## src/rtl/rtc_pkg.sv

```systemverilog
// rtc_pkg: register selects, unlock key and control-bit positions shared by
// the keyed real-time clock and its checker.
package rtc_pkg;
    typedef enum logic [1:0] {
        REG_CTRL  = 2'd0,
        REG_COUNT = 2'd1,
        REG_ALARM = 2'd2,
        REG_KEY   = 2'd3
    } rtc_reg_e;

    localparam logic [31:0] UNLOCK_KEY = 32'h55CC_AA33;

    localparam int BIT_RUN  = 0;
    localparam int BIT_FRZ  = 1;
    localparam int BIT_AIE  = 2;
    localparam int BIT_SIE  = 3;
    localparam int BIT_SLOW = 4;
    localparam int BIT_AFLG = 6;
    localparam int BIT_SFLG = 7;
    localparam int LVL_LSB  = 24;
    localparam int LVL_W    = 8;
endpackage

```

## src/rtl/rtc_prescaler.sv

```systemverilog
// rtc_prescaler: divides the input clock into one-cycle second ticks.
// Assumes DIV_FAST >= DIV_SLOW >= 2. A clear restarts the second and
// suppresses a tick in the same cycle. A count left above the slow terminal
// after a source switch wraps at once.
module rtc_prescaler #(
    parameter int DIV_FAST = 20_000_000,
    parameter int DIV_SLOW = 4_000_000,
    localparam int W = $clog2(DIV_FAST)
) (
    input  logic         clk,
    input  logic         rst_n,
    input  logic         advance,
    input  logic         slow,
    input  logic         clear,
    output logic         tick,
    output logic [W-1:0] phase
);
    localparam logic [W-1:0] TERM_FAST = W'(DIV_FAST - 1);
    localparam logic [W-1:0] TERM_SLOW = W'(DIV_SLOW - 1);

    logic at_term;

    // Terminal detect for the selected source.
    always_comb begin
        at_term = slow ? (phase >= TERM_SLOW) : (phase >= TERM_FAST);
        tick    = advance && !clear && at_term;
    end

    // Sub-second counter: clear, wrap on terminal, or step.
    always_ff @(posedge clk) begin
        if (!rst_n)       phase <= '0;
        else if (clear)   phase <= '0;
        else if (advance) phase <= at_term ? '0 : phase + 1'b1;
    end
endmodule

```

## src/rtl/rtc_keylock.sv

```systemverilog
// rtc_keylock: write-protection latch. The key value opens the protected
// registers; any other value written to the key register closes them.
// Reset leaves the latch closed.
module rtc_keylock #(
    parameter logic [31:0] KEY = 32'h55CC_AA33
) (
    input  logic        clk,
    input  logic        rst_n,
    input  logic        key_wr,
    input  logic [31:0] key_data,
    output logic        unlocked
);
    // Latch state follows the last value written to the key register.
    always_ff @(posedge clk) begin
        if (!rst_n)      unlocked <= 1'b0;
        else if (key_wr) unlocked <= (key_data == KEY);
    end
endmodule

```

## src/rtl/rtc_keyed.sv

```systemverilog
// rtc_keyed: seconds counter with alarm compare, sticky write-1-to-clear
// flags, an interrupt gated per flag, and key-protected count and alarm
// registers. Assumes the bus signals and freeze_in are synchronous to clk,
// and that DIV_FAST >= DIV_SLOW.
module rtc_keyed
    import rtc_pkg::*;
#(
    parameter int DIV_FAST = 20_000_000,
    parameter int DIV_SLOW = 4_000_000,
    localparam int PW = $clog2(DIV_FAST)
) (
    input  logic             clk,
    input  logic             rst_n,
    input  logic             bus_we,
    input  logic [1:0]       bus_addr,
    input  logic [31:0]      bus_wdata,
    output logic [31:0]      bus_rdata,
    input  logic             freeze_in,
    output logic             irq,
    output logic [LVL_W-1:0] irq_level
);
    logic [31:0]      count_q, alarm_q;
    logic             run_q, frz_q, aie_q, sie_q, slow_q;
    logic             sec_flag, alm_flag, match_q;
    logic [LVL_W-1:0] level_q;
    logic             unlocked, tick, frz_halt, advance;
    logic             ctrl_wr, cnt_wr, alm_wr, key_wr, match_now;
    logic [PW-1:0]    phase;

    // Write decode; protected registers also need the latch open.
    always_comb begin
        ctrl_wr   = bus_we && (bus_addr == REG_CTRL);
        key_wr    = bus_we && (bus_addr == REG_KEY);
        cnt_wr    = bus_we && (bus_addr == REG_COUNT) && unlocked;
        alm_wr    = bus_we && (bus_addr == REG_ALARM) && unlocked;
        frz_halt  = frz_q && freeze_in;
        advance   = run_q && !frz_halt;
        match_now = (count_q == alarm_q);
    end

    rtc_keylock #(.KEY(UNLOCK_KEY)) u_lock (
        .clk(clk), .rst_n(rst_n), .key_wr(key_wr),
        .key_data(bus_wdata), .unlocked(unlocked)
    );

    rtc_prescaler #(.DIV_FAST(DIV_FAST), .DIV_SLOW(DIV_SLOW)) u_presc (
        .clk(clk), .rst_n(rst_n), .advance(advance), .slow(slow_q),
        .clear(cnt_wr), .tick(tick), .phase(phase)
    );

    // Seconds count: a write wins over a tick.
    always_ff @(posedge clk) begin
        if (!rst_n)      count_q <= '0;
        else if (cnt_wr) count_q <= bus_wdata;
        else if (tick)   count_q <= count_q + 32'd1;
    end

    // Alarm value register.
    always_ff @(posedge clk) begin
        if (!rst_n)      alarm_q <= '0;
        else if (alm_wr) alarm_q <= bus_wdata;
    end

    // Control fields, loaded whole on a control write.
    always_ff @(posedge clk) begin
        if (!rst_n) begin
            {run_q, frz_q, aie_q, sie_q, slow_q} <= '0;
            level_q <= '0;
        end else if (ctrl_wr) begin
            run_q   <= bus_wdata[BIT_RUN];
            frz_q   <= bus_wdata[BIT_FRZ];
            aie_q   <= bus_wdata[BIT_AIE];
            sie_q   <= bus_wdata[BIT_SIE];
            slow_q  <= bus_wdata[BIT_SLOW];
            level_q <= bus_wdata[LVL_LSB +: LVL_W];
        end
    end

    // Sticky flags: a set event beats a clear in the same cycle.
    always_ff @(posedge clk) begin
        if (!rst_n) begin
            sec_flag <= 1'b0;
            alm_flag <= 1'b0;
            match_q  <= 1'b1;
        end else begin
            match_q <= match_now;
            if (tick)                               sec_flag <= 1'b1;
            else if (ctrl_wr && bus_wdata[BIT_SFLG]) sec_flag <= 1'b0;
            if (match_now && !match_q)              alm_flag <= 1'b1;
            else if (ctrl_wr && bus_wdata[BIT_AFLG]) alm_flag <= 1'b0;
        end
    end

    // Interrupt, priority level and read mux.
    always_comb begin
        irq       = (sec_flag && sie_q) || (alm_flag && aie_q);
        irq_level = level_q;
        unique case (rtc_reg_e'(bus_addr))
            REG_CTRL:  bus_rdata = {level_q, 16'd0, sec_flag, alm_flag, 1'b0,
                                    slow_q, sie_q, aie_q, frz_q, run_q};
            REG_COUNT: bus_rdata = count_q;
            REG_ALARM: bus_rdata = alarm_q;
            default:   bus_rdata = '0;
        endcase
    end
endmodule

```

## config.mk

```make
export PLATFORM = sky130hd
export DESIGN_NAME = rtc_keyed
export DESIGN_NICKNAME = d
export VERILOG_FILES = /design/src/rtl/rtc_pkg.sv /design/src/rtl/rtc_prescaler.sv /design/src/rtl/rtc_keylock.sv /design/src/rtl/rtc_keyed.sv
export SDC_FILE = /design/constraint.sdc
export NUM_CORES = 1
export LEC_CHECK = 0
export BUFFER_PORTS_ARGS = -buffer_cell sky130_fd_sc_hd__buf_2
export CORE_MARGIN = 10
export CORE_UTILIZATION = 55
export DETAILED_ROUTE_END_ITERATION = 7
export MAX_ROUTING_LAYER = met4
export PLACE_DENSITY_LB_ADDON = 0.08
export SYNTH_ARGS = -nofsm -noshare
export SYNTH_HDL_FRONTEND = slang
export SYNTH_SLANG_ARGS = --single-unit
```

## constraint.sdc

```tcl
create_clock -name clk -period 2.65 [get_ports clk]
set_input_delay 0 -clock clk [delete_from_list [all_inputs] [get_ports clk]]
set_output_delay 0 -clock clk [all_outputs]
set_load 0.02 [all_outputs]
```

==> results.md <==
* Nets at 863
* Root Buffer: clkbuf_8
* Clk pwr share at 40.4%
* Placed instance area at 6360 um^2
* Cell repeated most along the worst path: nor4_1
* Share of cells above drive strength 1 at 15.0%
* Commonest cells after routing, fill and taps aside: nand2_1, dfxtp_1, buf_2, o21ai_0, xnor2_1
* Pint at 2.33 mW
* Inserted Clock Buffers at 9
* P_leak at 2.57 nW
* Row count at 37
* Synth Flop Type: dfxtp_1
* Synthesized cell area at 5820 um^2
* Port bufs at 78
* Slew headroom at 51.0%
* Starting Density at 56.4%
* Setup TNS Final at 0 ns
* Seq pwr share at 52.4%
* Synth warn at 0
* Setup violators final at 0
* Skew-Pair Late Insertion Delay at 0.40 ns
* Simple-Gate Fraction of Synth Area at 25.5%
* XOR/XNOR Fraction of Synth Area at 11.6%
* Crit Path Class: reg2reg
* Filler cell count at 911
* NetSw at 0.734 mW
* Die height at 123 um
* ANT nets after route at 0
* Compound-Gate Fraction of Synth Area at 18.8%
* Largest family of logic cells by synthesized area: simple AND/OR/NAND/NOR gates
* Clk sinks at 106
* Number of distinct library cells after synthesis at 48
* Peak supply drop at 373 uV
* Place WS at 0.286 ns
* Area share of the largest cell type after synthesis at 36.4%
* RSZ-0062 raised after global routing: no
* Core ar. at 10300 um^2
* Max Cap Viol at 0
* Power share of the combinational group at 7.2%
* Final hold violations at 0
* Register Area at 2120 um^2
* Die ar. at 15100 um^2
* CP Capture Type: flop
* H-tree lvl count at 3
* Worst hold path type: in2reg
* WL final at 17200 um
* Remaining DRCs at 0
* Initial DRC count at 444
* Number of synthesized flops with an enable pin at 0
* Highest cell delay on the worst timing path at 0.56 ns
* Area of the multi-input gates at 3450 um^2
* Largest net degree at the start of global routing at 46
* Congestion Overflow GR at 0
* Worst-case clock skew at 0.0149 ns
* Hold slack at 0.0456 ns
* Synth Area in Adders at 0.430%
* Crit path setup slack, layout at 0.240 ns
* # diodes at 0
* Crit-path cells: nand3_1, nor4_1, nand4_1, a221o_1, nor4_1, xnor2_1, a21oi_1
* Layout area overhead at 19.0%
* Crit path launch type: flop
* Top cells by area, synth: dfxtp_1, nand2_1, xnor2_1
* GRT Resource Usage Total at 23.7%
* Mapped Cells at 731
* Mux share of post-synthesis cell area at 2.92%
* Vias/cell at 5.84
* I/O pin cnt at 79
* Via count at 5628
* Vias in the first global route at 5500
* CTS tree: built
* Required @ worst endpoint at 2.93 ns
* Initial antenna violation count at 0
* Post-synthesis register bit count at 106
* Crit-path max FO at 9
* CP max stage cell: dfxtp_1
* Reg clk slew, reported paths at 0.10 ns
* Pwr Total at 3.06 mW
* Max Clock Freq at 0.415 GHz
* GPL Wtd Cong at 0.927
* DIE WIDTH at 123 um
* Slew @ Worst Pin at 0.735 ns
* Seq/Total Area, Yosys at 36.4%
* Layout Cells excl Fill at 964
* Synthesized area per cell at 7.97 um^2
* Ys async rst share at 0%
* First-pass GRT wire length at 27900 um
* Power Density at 442 nW/um^2
* Status: finished, final reports clean
* Worst Path Arrival at 2.69 ns
* Min cycle time layout at 2.41 ns
* HPWL Detailed at 12400 um
* Switching share of power at 24.0%
* CTS max path bufs at 2
* DR pass1 iterations at 5
* Post-cts sizing count at 0
* Syn_nets at 771
* Routed len/inst at 17.9 um
* Final Slew Violations at 0
* Commonest non-fill, non-tap cell in the layout: nand2_1
* Final critical-path share of the clock period at 90.9%
* Util after Layout at 67.1%
* Placed insts at 916
* Final Instance Area at 6930 um^2
* Yosys top cell by area: dfxtp_1
## worst max-delay path, delay by kind of cell (launching register included)
kind,cells,cell delay [ns]
DFF,1,0.56
and+or+nand+nor,4,1.02
xor gates and xnor gates,1,0.17
AOI/OAI and AO/OA,2,0.54
## synth_stat cells (all sizes together), types with 2 or more instances
master,count
nor4,14
o22ai,2
a22o,19
o21ai,53
nand4,37
and4,5
nor4bb,4
nor2,36
a21oi,29
dfxtp,106
nand4b,2
nor2b,7
nand3,18
clkbuf,42
a31oi,6
a211oi,2
xor2,24
nand2,142
inv,11
xnor2,53
a21boi,46
buf,10
or3,8
and2,7
ha,2
a221oi,2
and3,10
nor3,6
mux2i,17
## sequential cells by signal, summed over array words and instances, names as in the netlist
signal,flops
sec_flag,1
slow_q,1
u_presc.phase,25
sie_q,1
irq_level,8
run_q,1
u_lock.unlocked,1
frz_q,1
count_q,32
alm_flag,1
match_q,1
alarm_q,32
aie_q,1
## power by group through the flow
stage / Clock (mW) / Sequential, mW / Combinational [mW]
after detailed placement: 0 / 1.64 / 0.179
after floorplan: 0 / 1.65 / 0.0891
after CTS: 1.26 / 1.61 / 0.216
after global routing: 1.32 / 1.61 / 0.237
after global placement: 0 / 1.64 / 0.178
final: 1.24 / 1.61 / 0.219
## final timing paths
path | start | end | slack (ns) | cells after the start
setup reg to reg | u_presc.phase[13]$_SDFFE_PP0P_ | count_q[16]$_SDFFE_PN0P_ | 0.24 | 7
setup / recovery | u_presc.phase[13]$_SDFFE_PP0P_ | count_q[16]$_SDFFE_PN0P_ | 0.24 | 7
hold reg to reg | irq_level[3]$_SDFFE_PN0P_ | irq_level[3]$_SDFFE_PN0P_ | 0.49 | 2
hold / removal | bus_addr[1] | u_lock.unlocked$_SDFFE_PN0P_ | 0.05 | 4
## cell type report
class                           count  share of cell area [%]
Clock buffer                        9                    1.79
Clock inverter                      7                    1.79
Inverter                           11                   0.596
Multi-Input combinational cell    562                    49.8
Sequential cell                   106                    30.6
Tap cell                          136                    2.45
Timing Repair Buffer              133                    12.9
## what timing repair did
item / 4_1_cts / 5_1_grt
hold endpoints to repair: 78 / 0
buffers inserted: 0 / 0
hold buffers: 32 / 0
## per-layer routing
layer  vias up  routed length, um  GRT usage [%]
met4         0                285           6.92
met1      2663               7740           29.8
met3        22               1260           5.83
met5         -                  0              -
met2       210               7940           36.8
li1       2733                  -              -
## logic make-up (layout without fill, tap and decap cells)
logic type | count (synthesis) | count (layout)
adders and majority gates | 2 | 2
and+or+nand+nor | 299 | 299
AOI/OAI and AO/OA | 167 | 167
DFF | 106 | 106
muxes | 17 | 17
xor gates and xnor gates | 77 | 77
buffers and inverters | 63 | 160
Note: power is estimated with default switching activity, not from simulation.
